## src/rtl/dmach_pkg.sv

```systemverilog
package dmach_pkg;

  localparam int unsigned AW = 32;

  // control word, bit 0 first: en, tc_ie, ht_ie, te_ie, dir, circ,
  // pinc, minc, psize[9:8], msize[11:10], m2m[12], prio[14:13]
  typedef struct packed {
    logic [1:0] prio;
    logic       m2m;
    logic [1:0] msize;
    logic [1:0] psize;
    logic       minc;
    logic       pinc;
    logic       circ;
    logic       dir;
    logic       te_ie;
    logic       ht_ie;
    logic       tc_ie;
    logic       en;
  } ctrl_t;

  localparam int unsigned CTRL_W = $bits(ctrl_t);

  typedef enum logic [1:0] {
    XS_IDLE  = 2'd0,
    XS_READ  = 2'd1,
    XS_WRITE = 2'd2
  } xfer_state_e;

  localparam logic [2:0] RI_CTRL  = 3'd0;
  localparam logic [2:0] RI_COUNT = 3'd1;
  localparam logic [2:0] RI_PADDR = 3'd2;
  localparam logic [2:0] RI_MADDR = 3'd3;
  localparam logic [2:0] RI_STAT  = 3'd4;
  localparam logic [2:0] RI_FCLR  = 3'd5;
  localparam logic [2:0] RI_RSEL  = 3'd6;

  localparam int unsigned FL_TC = 0;
  localparam int unsigned FL_HT = 1;
  localparam int unsigned FL_TE = 2;

  function automatic logic [2:0] size_step(input logic [1:0] sz);
    case (sz)
      2'd0:    size_step = 3'd1;
      2'd1:    size_step = 3'd2;
      default: size_step = 3'd4;
    endcase
  endfunction

  function automatic logic [AW-1:0] size_mask(input logic [1:0] sz);
    case (sz)
      2'd0:    size_mask = 32'h0000_00FF;
      2'd1:    size_mask = 32'h0000_FFFF;
      default: size_mask = 32'hFFFF_FFFF;
    endcase
  endfunction

endpackage

```

## src/rtl/dmach_regs.sv

```systemverilog
module dmach_regs
  import dmach_pkg::*;
#(
  parameter int unsigned CNT_W  = 16,
  parameter int unsigned CH_IDX = 0
) (
  input  logic             clk,
  input  logic             rst_n,
  input  logic             reg_we,
  input  logic [2:0]       reg_addr,
  input  logic [31:0]      reg_wdata,
  output logic [31:0]      reg_rdata,
  input  logic             item_done,
  input  logic             bus_fault,
  output ctrl_t            ctrl,
  output logic [CNT_W-1:0] cnt,
  output logic [AW-1:0]    paddr,
  output logic [AW-1:0]    maddr,
  output logic [3:0]       rsel,
  output logic             irq
);

  localparam int unsigned SEL_LSB = 4 * CH_IDX;

  ctrl_t            ctrl_q, ctrl_d;
  logic [CNT_W-1:0] cnt_q, cnt_d, rld_q, rld_d, cnt_dec;
  logic [AW-1:0]    paddr_q, paddr_d, pstart_q, pstart_d;
  logic [AW-1:0]    maddr_q, maddr_d, mstart_q, mstart_d;
  logic [2:0]       flags_q, flags_d, flags_set, flags_clr;
  logic [3:0]       rsel_q, rsel_d;
  logic             cnt_last;
  logic [AW-1:0]    pstep, mstep;

  assign cnt_dec  = cnt_q - 1'b1;
  assign cnt_last = (cnt_dec == '0);
  assign pstep    = ctrl_q.pinc ? {29'd0, size_step(ctrl_q.psize)} : '0;
  assign mstep    = ctrl_q.minc ? {29'd0, size_step(ctrl_q.msize)} : '0;

  always_comb begin
    ctrl_d    = ctrl_q;
    cnt_d     = cnt_q;
    rld_d     = rld_q;
    paddr_d   = paddr_q;
    pstart_d  = pstart_q;
    maddr_d   = maddr_q;
    mstart_d  = mstart_q;
    rsel_d    = rsel_q;
    flags_set = '0;
    flags_clr = '0;

    if (item_done) begin
      if (cnt_last && ctrl_q.circ) begin
        cnt_d   = rld_q;
        paddr_d = pstart_q;
        maddr_d = mstart_q;
      end else begin
        cnt_d   = cnt_dec;
        paddr_d = paddr_q + pstep;
        maddr_d = maddr_q + mstep;
      end
      flags_set[FL_TC] = cnt_last;
      flags_set[FL_HT] = (cnt_dec == (rld_q >> 1));
    end

    if (reg_we) begin
      case (reg_addr)
        RI_CTRL:  ctrl_d = ctrl_t'(reg_wdata[CTRL_W-1:0]);
        RI_COUNT: if (!ctrl_q.en) begin
                    cnt_d = reg_wdata[CNT_W-1:0];
                    rld_d = reg_wdata[CNT_W-1:0];
                  end
        RI_PADDR: begin
                    paddr_d  = reg_wdata;
                    pstart_d = reg_wdata;
                  end
        RI_MADDR: begin
                    maddr_d  = reg_wdata;
                    mstart_d = reg_wdata;
                  end
        RI_FCLR:  flags_clr = reg_wdata[2:0];
        RI_RSEL:  rsel_d = reg_wdata[SEL_LSB +: 4];
        default:  ;
      endcase
    end

    if (bus_fault) begin
      ctrl_d.en        = 1'b0;
      flags_set[FL_TE] = 1'b1;
    end

    flags_d = (flags_q & ~flags_clr) | flags_set;
  end

  always_ff @(posedge clk or negedge rst_n) begin
    if (!rst_n) begin
      ctrl_q   <= '0;
      cnt_q    <= '0;
      rld_q    <= '0;
      paddr_q  <= '0;
      pstart_q <= '0;
      maddr_q  <= '0;
      mstart_q <= '0;
      flags_q  <= '0;
      rsel_q   <= '0;
    end else begin
      ctrl_q   <= ctrl_d;
      cnt_q    <= cnt_d;
      rld_q    <= rld_d;
      paddr_q  <= paddr_d;
      pstart_q <= pstart_d;
      maddr_q  <= maddr_d;
      mstart_q <= mstart_d;
      flags_q  <= flags_d;
      rsel_q   <= rsel_d;
    end
  end

  always_comb begin
    reg_rdata = '0;
    case (reg_addr)
      RI_CTRL:  reg_rdata[CTRL_W-1:0] = ctrl_q;
      RI_COUNT: reg_rdata[CNT_W-1:0]  = cnt_q;
      RI_PADDR: reg_rdata = paddr_q;
      RI_MADDR: reg_rdata = maddr_q;
      RI_STAT:  reg_rdata[2:0] = flags_q;
      RI_RSEL:  reg_rdata[SEL_LSB +: 4] = rsel_q;
      default:  reg_rdata = '0;
    endcase
  end

  assign ctrl  = ctrl_q;
  assign cnt   = cnt_q;
  assign paddr = paddr_q;
  assign maddr = maddr_q;
  assign rsel  = rsel_q;
  assign irq   = (flags_q[FL_TC] & ctrl_q.tc_ie) |
                 (flags_q[FL_HT] & ctrl_q.ht_ie) |
                 (flags_q[FL_TE] & ctrl_q.te_ie);


  cnt_lock_chk: assert property (@(posedge clk) disable iff (!rst_n)
    ($past(ctrl_q.en) && !$past(item_done)) |-> $stable(cnt_q));


  tc_src_chk: assert property (@(posedge clk) disable iff (!rst_n)
    $rose(flags_q[FL_TC]) |-> $past(item_done));


  fault_stop_chk: assert property (@(posedge clk) disable iff (!rst_n)
    bus_fault |=> (!ctrl_q.en && flags_q[FL_TE]));


  block_end_chk: assert property (@(posedge clk) disable iff (!rst_n)
    (item_done && ctrl_q.en && cnt_q == 1 && !ctrl_q.circ) |=> (cnt_q == '0));


  wrap_chk: assert property (@(posedge clk) disable iff (!rst_n)
    (item_done && ctrl_q.en && cnt_q == 1 && ctrl_q.circ) |=> (cnt_q == $past(rld_q)));

endmodule

```

## src/rtl/dmach_reqsel.sv

```systemverilog
module dmach_reqsel #(
  parameter int unsigned NUM_REQ = 16
) (
  input  logic               clk,
  input  logic               rst_n,
  input  logic [NUM_REQ-1:0] periph_req,
  input  logic [3:0]         sel,
  input  logic               arm,
  input  logic               take,
  output logic               pending
);

  logic [15:0] req_pad;
  logic        line, line_q, pend_q, pend_d, rise;

  for (genvar i = 0; i < 16; i++) begin : g_pad
    if (i < NUM_REQ) begin : g_live
      assign req_pad[i] = periph_req[i];
    end else begin : g_tie
      assign req_pad[i] = 1'b0;
    end
  end

  assign line = req_pad[sel];
  assign rise = line & ~line_q;

  always_comb begin
    pend_d = arm & ((pend_q & ~take) | rise);
  end

  always_ff @(posedge clk or negedge rst_n) begin
    if (!rst_n) begin
      line_q <= 1'b0;
      pend_q <= 1'b0;
    end else begin
      line_q <= line;
      pend_q <= pend_d;
    end
  end

  assign pending = pend_q;

endmodule

```

## src/rtl/dmach_xfer.sv

```systemverilog
module dmach_xfer
  import dmach_pkg::*;
(
  input  logic          clk,
  input  logic          rst_n,
  input  logic          en,
  input  logic          m2m,
  input  logic          dir,
  input  logic [1:0]    psize,
  input  logic [1:0]    msize,
  input  logic          cnt_nz,
  input  logic          pending,
  input  logic [AW-1:0] paddr,
  input  logic [AW-1:0] maddr,
  output logic          take,
  output logic          item_done,
  output logic          bus_fault,
  output logic          bus_valid,
  output logic          bus_write,
  output logic [1:0]    bus_size,
  output logic [AW-1:0] bus_addr,
  output logic [31:0]   bus_wdata,
  input  logic          bus_ready,
  input  logic          bus_err,
  input  logic [31:0]   bus_rdata
);

  xfer_state_e state_q, state_d;
  logic [31:0] data_q;
  logic        data_en;
  logic [1:0]  src_size, dst_size;
  logic [AW-1:0] src_addr, dst_addr;

  assign src_size = dir ? msize : psize;
  assign dst_size = dir ? psize : msize;
  assign src_addr = dir ? maddr : paddr;
  assign dst_addr = dir ? paddr : maddr;

  always_comb begin
    state_d   = state_q;
    take      = 1'b0;
    item_done = 1'b0;
    bus_fault = 1'b0;
    data_en   = 1'b0;
    bus_valid = 1'b0;
    bus_write = 1'b0;
    bus_size  = src_size;
    bus_addr  = src_addr;
    bus_wdata = '0;
    case (state_q)
      XS_IDLE: begin
        if (en && cnt_nz && (pending || m2m)) begin
          take    = 1'b1;
          state_d = XS_READ;
        end
      end
      XS_READ: begin
        bus_valid = 1'b1;
        if (bus_ready) begin
          if (bus_err) begin
            bus_fault = 1'b1;
            state_d   = XS_IDLE;
          end else begin
            data_en = 1'b1;
            state_d = XS_WRITE;
          end
        end
      end
      XS_WRITE: begin
        bus_valid = 1'b1;
        bus_write = 1'b1;
        bus_size  = dst_size;
        bus_addr  = dst_addr;
        bus_wdata = data_q & size_mask(dst_size);
        if (bus_ready) begin
          state_d = XS_IDLE;
          if (bus_err) bus_fault = 1'b1;
          else         item_done = 1'b1;
        end
      end
      default: state_d = XS_IDLE;
    endcase
  end

  always_ff @(posedge clk or negedge rst_n) begin
    if (!rst_n) begin
      state_q <= XS_IDLE;
    end else begin
      state_q <= state_d;
    end
  end

  always_ff @(posedge clk or negedge rst_n) begin
    if (!rst_n) begin
      data_q <= '0;
    end else if (data_en) begin
      data_q <= bus_rdata & size_mask(src_size);
    end
  end


  bus_hold_chk: assert property (@(posedge clk) disable iff (!rst_n)
    (bus_valid && !bus_ready) |=> (bus_valid && $stable(bus_addr) && $stable(bus_write)));


  start_en_chk: assert property (@(posedge clk) disable iff (!rst_n)
    $rose(bus_valid) |-> $past(en));


  start_cnt_chk: assert property (@(posedge clk) disable iff (!rst_n)
    $rose(bus_valid) |-> $past(cnt_nz));

endmodule

```

## src/rtl/dma_chan_engine.sv

```systemverilog
module dma_chan_engine
  import dmach_pkg::*;
#(
  parameter int unsigned CNT_W   = 16,
  parameter int unsigned NUM_REQ = 16,
  parameter int unsigned CH_IDX  = 0
) (
  input  logic               clk,
  input  logic               rst_n,
  input  logic               reg_we,
  input  logic [2:0]         reg_addr,
  input  logic [31:0]        reg_wdata,
  output logic [31:0]        reg_rdata,
  input  logic [NUM_REQ-1:0] periph_req,
  output logic               bus_valid,
  output logic               bus_write,
  output logic [1:0]         bus_size,
  output logic [31:0]        bus_addr,
  output logic [31:0]        bus_wdata,
  input  logic               bus_ready,
  input  logic               bus_err,
  input  logic [31:0]        bus_rdata,
  output logic               irq
);

  logic rst_s1, rst_s2;

  always_ff @(posedge clk or negedge rst_n) begin
    if (!rst_n) begin
      rst_s1 <= 1'b0;
      rst_s2 <= 1'b0;
    end else begin
      rst_s1 <= 1'b1;
      rst_s2 <= rst_s1;
    end
  end

  ctrl_t            ctrl;
  logic [CNT_W-1:0] cnt;
  logic [AW-1:0]    paddr, maddr;
  logic [3:0]       rsel;
  logic             pending, take, item_done, bus_fault;

  dmach_regs #(
    .CNT_W  (CNT_W),
    .CH_IDX (CH_IDX)
  ) u_regs (
    .clk       (clk),
    .rst_n     (rst_s2),
    .reg_we    (reg_we),
    .reg_addr  (reg_addr),
    .reg_wdata (reg_wdata),
    .reg_rdata (reg_rdata),
    .item_done (item_done),
    .bus_fault (bus_fault),
    .ctrl      (ctrl),
    .cnt       (cnt),
    .paddr     (paddr),
    .maddr     (maddr),
    .rsel      (rsel),
    .irq       (irq)
  );

  dmach_reqsel #(
    .NUM_REQ (NUM_REQ)
  ) u_reqsel (
    .clk        (clk),
    .rst_n      (rst_s2),
    .periph_req (periph_req),
    .sel        (rsel),
    .arm        (ctrl.en),
    .take       (take),
    .pending    (pending)
  );

  dmach_xfer u_xfer (
    .clk       (clk),
    .rst_n     (rst_s2),
    .en        (ctrl.en),
    .m2m       (ctrl.m2m),
    .dir       (ctrl.dir),
    .psize     (ctrl.psize),
    .msize     (ctrl.msize),
    .cnt_nz    (cnt != '0),
    .pending   (pending),
    .paddr     (paddr),
    .maddr     (maddr),
    .take      (take),
    .item_done (item_done),
    .bus_fault (bus_fault),
    .bus_valid (bus_valid),
    .bus_write (bus_write),
    .bus_size  (bus_size),
    .bus_addr  (bus_addr),
    .bus_wdata (bus_wdata),
    .bus_ready (bus_ready),
    .bus_err   (bus_err),
    .bus_rdata (bus_rdata)
  );

endmodule

```

## config.mk

```make
export PLATFORM = sky130hd
export DESIGN_NAME = dma_chan_engine
export DESIGN_NICKNAME = d
export VERILOG_FILES = /design/src/rtl/dmach_pkg.sv /design/src/rtl/dmach_regs.sv /design/src/rtl/dmach_reqsel.sv /design/src/rtl/dmach_xfer.sv /design/src/rtl/dma_chan_engine.sv
export SDC_FILE = /design/constraint.sdc
export NUM_CORES = 1
export LEC_CHECK = 0
export ABC_CLOCK_PERIOD_IN_PS = 7680
export BUFFER_PORTS_ARGS = -buffer_cell sky130_fd_sc_hd__buf_2
export CAP_MARGIN = 20
export CORE_MARGIN = 2
export CORE_UTILIZATION = 54
export DETAILED_ROUTE_END_ITERATION = 6
export PLACE_DENSITY = 0.84
export SETUP_SLACK_MARGIN = 0.4
export SYNTH_ARGS = -nofsm -noshare
export SYNTH_HDL_FRONTEND = slang
export SYNTH_HIERARCHICAL = 1
export SYNTH_SLANG_ARGS = --single-unit
export TNS_END_PERCENT = 10
```

## constraint.sdc

```tcl
create_clock -name clk -period 7.68 [get_ports clk]
set_input_delay 0.384 -clock clk [delete_from_list [all_inputs] [get_ports clk]]
set_output_delay 0.384 -clock clk [all_outputs]
set_load 0.01 [all_outputs]
```

; Yosys cells after proc, flatten, opt, wreduce, memory -nomap -nowiden
; Index checks and enable logic that the tools add are counted.
[classes]
n_addsub = 3
order_cmp = 1
eq_ne = 16
muxes = 58
bitwise_logic = 17
n_reduce_logical = 22
[op_table]
columns = op, n
row1 = $mux 32, 14
row2 = $pmux 32 s2, 2
row3 = $mux 16, 5
row4 = $add 32x32->32, 2
row5 = $and 32x32->32, 2
row6 = $pmux 11 s4, 1
row7 = $pmux 16 s2, 1
row8 = $pmux 3 s6, 1
row9 = $eq 16x15->1, 1
row10 = $logic_not 16->1, 1
row11 = $mux 1, 16
row12 = $mux 2, 8
row13 = $reduce_bool 16->1, 1
row14 = $sub 16x1->16 const B, 1
row15 = $mux 3, 4
row16 = $pmux 3 s2, 2
row17 = $eq 2x1->1 const B, 5
row18 = $logic_not 2->1, 5
row19 = $reduce_and 2->1, 5
row20 = $eq 3x3->1 const B, 3
row21 = $and 1x1->1, 6
row22 = $eq 3x2->1 const B, 2
row23 = $pmux 2 s3, 1
row24 = $reduce_and 3->1, 2
row25 = 18 further kinds, 26
[totals]
regBits = 220
inputBits = 88
word_cells = 143

; Longest topological paths before layout
[logic_depth]
depth_word = 9
ltp_mapped = 14

; Hierarchy
; The synthesis kept the hierarchy.
[modules_own_cells]
columns = mod, instances, cells_each, area_per_inst_um2
row1 = dmach_regs, 1, 1235, 10702.8
row2 = dmach_xfer, 1, 204, 2183.3
row3 = dmach_reqsel, 1, 10, 196.4
row4 = dma_chan_engine, 1, 8, 85.1

; Least setup slack after synthesis
; OpenSTA, ideal clock, no wires.
[synth_path]
path_type = reg-to-reg
startpoint = reg u_regs.cnt_q[0] (netlist: u_regs/cnt[0])
endpoint = reg u_regs.maddr_q[22] (netlist: u_regs/maddr[22])
setup_time_ps = 65
arrival_time_ps = 2880
path_slack_ps = 4735
path_stages_with_launch = 13
n_path_buf = 2
period_less_slack_ps = 2945
cell_sequence = dfrtp_1 inv_1 ha_1 nor3b_4 nand4_1 xor2_1 nand4_1 or3_1 buf_2 buf_6 mux2i_1 a221o_1 nand2_1
[synth_between]
elab_chain_len = 7
[synth_rtl]
columns = item, line
row1 = "start, declared", dmach_regs.sv:26  ; logic [CNT_W-1:0] cnt_q, cnt_d, rld_q, rld_d, cnt_dec;
row2 = "start signal, assigned", dmach_regs.sv:107  ; cnt_q <= cnt_d;
row3 = $sub 16x1->16 *, dmach_regs.sv:34  ; assign cnt_dec = cnt_q - 1'b1;
row4 = $logic_not 16->1 *, dmach_regs.sv:35  ; assign cnt_last = (cnt_dec == '0);
row5 = $logic_and 1x1->1 *, dmach_regs.sv:52  ; if (cnt_last && ctrl_q.circ) begin
row6 = $mux 32 *, dmach_regs.sv:52
row7 = $mux 32 *, dmach_regs.sv:51  ; if (item_done) begin
row8 = $mux 32, dmach_regs.sv:66  ; case (reg_addr)
row9 = $mux 32 *, dmach_regs.sv:65  ; if (reg_we) begin
row10 = via u_regs.maddr_d[22], dmach_regs.sv:28  ; logic [AW-1:0] maddr_q, maddr_d, mstart_q, mstart_d;
row11 = "end signal, assigned", dmach_regs.sv:111  ; maddr_q <= maddr_d;
row12 = "end, declared", dmach_regs.sv:28
; The timed path passes the listed nets; every way through them passes the cells marked *.
; A chain may end at the register's enable or synchronous reset.

; Final worst setup path
[layout_path]
startpoint = reg u_regs.cnt_q[0] (netlist: u_regs/cnt[0])
endpoint = reg u_regs.paddr_q[19] (netlist: u_regs/paddr[19])
[layout_between]
elab_chain_len = 7
[layout_rtl]
columns = item, line
row1 = $sub 16x1->16 *, dmach_regs.sv:34
row2 = $logic_not 16->1 *, dmach_regs.sv:35
row3 = $logic_and 1x1->1 *, dmach_regs.sv:52
row4 = $mux 32 *, dmach_regs.sv:52
row5 = $mux 32 *, dmach_regs.sv:51
row6 = $mux 32, dmach_regs.sv:66
row7 = $mux 32 *, dmach_regs.sv:65
row8 = via u_regs.paddr_d[19], dmach_regs.sv:27  ; logic [AW-1:0] paddr_q, paddr_d, pstart_q, pstart_d;
row9 = "end signal, assigned", dmach_regs.sv:109  ; paddr_q <= paddr_d;
row10 = "end, declared", dmach_regs.sv:27
; Marks and branches as above.

==> results.md <==
Global routing:
- The global-route usage over all layers is 0.3163.
- The first-pass GRT wire length is between 60 and 70 mm.
- The layer carrying the most global-route usage is met2.
- The initial antenna violation count is 0.
- The total overflow reported by the global router is 0.
- The met2 track demand over resource is 0.5012.
- The met3 routing resource usage after global routing is 0.05740.
- The largest net degree at the start of global routing is approximately 170.
- The via count of the first global-routing pass is between 10000 and 15000.
- The global-route met1 utilization is 0.4235.

Logic synthesis:
- Ranked by total cell area, the synthesized netlist is headed by sky130_fd_sc_hd__dfrtp_1 (42%), sky130_fd_sc_hd__nand2_1 (10%), sky130_fd_sc_hd__mux2_4 (3.4%), sky130_fd_sc_hd__o21ai_0 (2.9%), sky130_fd_sc_hd__a22o_1 (2.6%).
- The cell area that synthesis handed to floorplanning was 0.01317 sq mm.
- Yosys printed 6 warnings.
- The dominant synthesized flop cell is sky130_fd_sc_hd__dfrtp_1.
- The library cell occupying the most area in the post-synthesis netlist is sky130_fd_sc_hd__dfrtp_1.
- The share of flip-flops with an asynchronous set or reset is 1.000.
- The count of flip-flops with a built-in enable after synthesis is 0.
- The leading cell type by number of instances after synthesis is sky130_fd_sc_hd__nand2_1.
- Of the synthesized area, sequential elements account for 0.4181.
- Sorting the synthesized cells by how often they occur yields sky130_fd_sc_hd__nand2_1 (359), sky130_fd_sc_hd__dfrtp_1 (220), sky130_fd_sc_hd__o21ai_0 (77).
- Counting every net in the synthesized netlist gives roughly 1600.
- The average instance in the mapped netlist occupies between 9 and 10 sq um.
- The flip-flop and latch count after synthesis is 220.
- Synthesis instantiated 88 different standard cells from the library.
- The post-synthesis instance total is about 1500.
- Of the post-synthesis cell area, the dominant cell type holds 0.4181.

Cells and area:
- The end-of-flow core utilization is 0.6312.
- Counting the fill cells in the layout gives about 1900.
- Of the cells placed in the final design, the portion with a size suffix greater than 1 is 0.2177.
- Registers take approximately 0.0055 sq mm.
- The area growth from synthesis to layout is 15.55%.
- The finished cells cover between 0.015 and 0.02 sq mm.
- The antenna diode count is 0.
- The number of nets in the finished design is 1700.
- The multi-input combinational cells in the finished layout cover a total of 0.007181 sq mm.

Worst setup path:
- The worst setup path is captured at a register.
- STA classifies the critical path startpoint as a register.
- The kind of critical path is reg -> reg.
- By instance count, the cell type seen most on the critical path is sky130_fd_sc_hd__nand4_1.
- The required time of the worst setup path is between 8 and 9 ns.
- Data on the critical path arrives at its endpoint at about 4.5 ns.
- Walking the worst path, the cells encountered are inv_1 -> ha_1 -> nor3b_4 -> nand4_1 -> xor2_1 -> nand4_1 -> nor3_4 -> buf_4 -> nand3_1 -> o221a_2.
- The kind of cell adding the most delay to the critical path is simple AND/OR/NAND/NOR gates.
- The delay of the slowest cell on the worst path is around 0.56 ns.
- The sum of buffers and inverters on the critical path is 2.
- Along the worst path, the maximum fanout reaches 40.
- The slowest stage of the critical path is the sky130_fd_sc_hd__nor3_4 cell.

Floorplanning:
- In this run the vertical extent of the chip is between 150 and 200 um.
- The count of boundary I/O pins is between 150 and 200.
- The floorplan has 57 rows.
- The floorplan step defined a core boundary enclosing roughly 0.024 sq mm.
- The starting utilization of the core area is 0.5462.
- The die covers approximately 0.026 sq mm.
- From left edge to right edge, the die measures roughly 160 um.

Job:
- Max-cap violations in this run came to 0.

Route:
- The count of nets left with antenna violations once routing finished came out at 0.
- The average detailed-routed wire length per instance is approximately 21 um.
- The vias after detailed routing is 12450.
- After the first detailed-routing iteration, the DRC count stood at between 1500 and 2000.
- The first detailed-routing pass ran for 6 iterations.
- After detailed routing, the total wire length is roughly 41 mm.
- For this run, design rule violations remaining after detail routing come to 0.
- After detailed routing, the number of vias per cell comes to 6.416.

Timing:
- The worst setup margin is 3.563 ns.
- Timing would allow up to approximately 240 MHz.
- Setup violations remaining at the end of the flow were counted as 0.
- Headroom to the max-slew limit came out at 0.2615.
- The number of pins exceeding their max-slew limit in the final report is 0.
- The setup TNS is 0 ns.
- Setup repair after global routing left no endpoint under its margin.
- The slew at the pin closest to its max-slew limit is roughly 1.1 ns.
- The clock period minus worst slack is a little over 4 ns.
- The total count of hold-check failures in the final report is 0.
- The portion of the clock cycle consumed by the worst path in the final layout is 0.5361.
- Clock skew on the completed layout was measured at 0.02466 ns.

Place:
- The last weighted congestion value of the routability-driven placer is around 0.96.
- Once placement finished, the instance area stood at 0.01421 sq mm.
- At the placement stage, the worst setup path has a slack of approximately 3.7 ns.
- The total half-perimeter wirelength after legalization and detailed placement is ~28 mm.
- Buffers placed on the I/O ports in this run total 188.

Clock network:
- The number of clock sinks is 220.
- The clock transition at the register clock pins on the worst setup and hold paths after CTS is 0.06 ns.
- TritonCTS built the clock tree.
- Counting the buffers created by CTS gives 26.
- The tree is rooted in a sky130_fd_sc_hd__clkbuf_16.
- The count of instances resized after the clock tree is built is 0.
- The setup fix buffers added after clock tree synthesis is 0.
- The maximum buffer depth of the clock tree is 3.
- The clock latency on the worst-skew pair is around 0.54 ns.
- The number of hold buffers added after CTS was 1.
- CTS built an H-tree with a depth of 1.

Status:
- The run finished with clean final reports.

Power:
- The internal power is ~3.0 mW.
- The clock power share is 0.293.
- The power density over the cells is approximately 300 mW/mm^2.
- In this run the power spent charging and discharging nets is approximately 1.7 mW.
- Of the total power, combinational logic draws 0.316.
- The total power is 4.704 mW.
- Summed over all cells, the static leakage comes to 7.302 nW.
- The fraction of power spent switching nets is 0.3551.
- VDD sags by at most between 0.00015 and 0.0002 V.
- Of the total power, registers draw 0.391.

Worst hold path:
- The tightest min-delay check is of the in -> reg type.
through the flow:
stage | hold slack [ns] | std cells
floorplan | 0.08841 | 1457
global placement | 0.1711 | 1891
detailed placement | 0.1704 | 1892
CTS | 0.05283 | 1939
global route | 0.05500 | 1941
finish | 0.05983 | 1941
path summary, 6_finish.rpt:
path | startpoint | end | slack, ns | cells after the start
max | u_regs/cnt[0] | u_regs/paddr[19] | 3.56 | 10
min | bus_rdata[2] | u_xfer/data_q[2] | 0.06 | 3
max reg2reg | u_regs/cnt[0] | u_regs/paddr[19] | 3.56 | 10
min reg2reg | rst_s2 | u_regs/cnt[9] | 0.34 | 0
max in group asynchronous | rst_s2 | u_xfer/data_q[29] | 5.96 | 1
min in group asynchronous | rst_n | rst_s1 | 0.16 | 2
area by class of cell:
type	count	share of cell area
clock buffers	36	0.04926
clock inverters	10	0.01357
multi-input cells	1131	0.4719
well taps	324	0.02664
flip-flops and latches	220	0.3621
repair buffers	207	0.07335
inverters	13	0.003207
kinds of logic after synthesis:
family / share of synthesized area
other: 0.0002848
buffers and inverters: 0.03867
AOI/OAI and AO/OA: 0.1613
xor gates and xnor gates: 0.02404
adders and majority gates: 0.01349
DFF: 0.4181
muxes: 0.09664
and+or+nand+nor: 0.2475
power by group through the flow:
stage | Sequential (mW) | Clock [mW] | Combinational (mW)
2_1_floorplan | 1.69 | 0 | 1.14
3_3_place_gp | 1.82 | 0 | 1.41
3_5_place_dp | 1.84 | 0 | 1.45
4_1_cts | 1.83 | 1.39 | 1.47
5_1_grt | 1.88 | 1.44 | 1.61
6_report | 1.84 | 1.38 | 1.49
routing by layer:
| layer | vias to the layer above | wire, um |
|---|---|---|
| met2 | 828 | 19090 |
| met5 | - | 0 |
| met4 | 0 | 2191 |
| li1 | 5465 | - |
| met3 | 168 | 4191 |
| met1 | 5993 | 15940 |
worst reg2reg max path: cells and delay by family (launching register included):
kind | cells | cell delay, ns
xor+xnor | 1 | 0.40
buf+inv | 2 | 0.70
fa+ha+maj | 1 | 0.31
compound gates | 1 | 0.34
flops | 1 | 0.47
simple gates | 5 | 1.80
flip-flops by register name, summed over array words and instances, names as in the netlist, 4 cells and up:
register,flops
u_regs/ctrl,15
u_regs/rsel,4
u_xfer/data_q,32
u_regs/pstart_q,32
u_regs/rld_q,16
u_regs/mstart_q,32
u_regs/maddr,32
u_regs/paddr,32
u_regs/cnt,16
cells in the final DEF, fill, tap and decap left out, types with 27 or more instances in the layout:
master / count
sky130_fd_sc_hd__nor3_1: 29
sky130_fd_sc_hd__mux2_4: 30
sky130_fd_sc_hd__clkbuf_16: 27
sky130_fd_sc_hd__nor2_1: 75
sky130_fd_sc_hd__a21oi_1: 49
sky130_fd_sc_hd__dfrtp_1: 219
sky130_fd_sc_hd__buf_2: 189
sky130_fd_sc_hd__a22o_1: 39
sky130_fd_sc_hd__nand2_1: 357
sky130_fd_sc_hd__nand3_1: 42
sky130_fd_sc_hd__o21ai_0: 77
sky130_fd_sc_hd__and2_1: 38
Power figures use the tool's default switching activity.
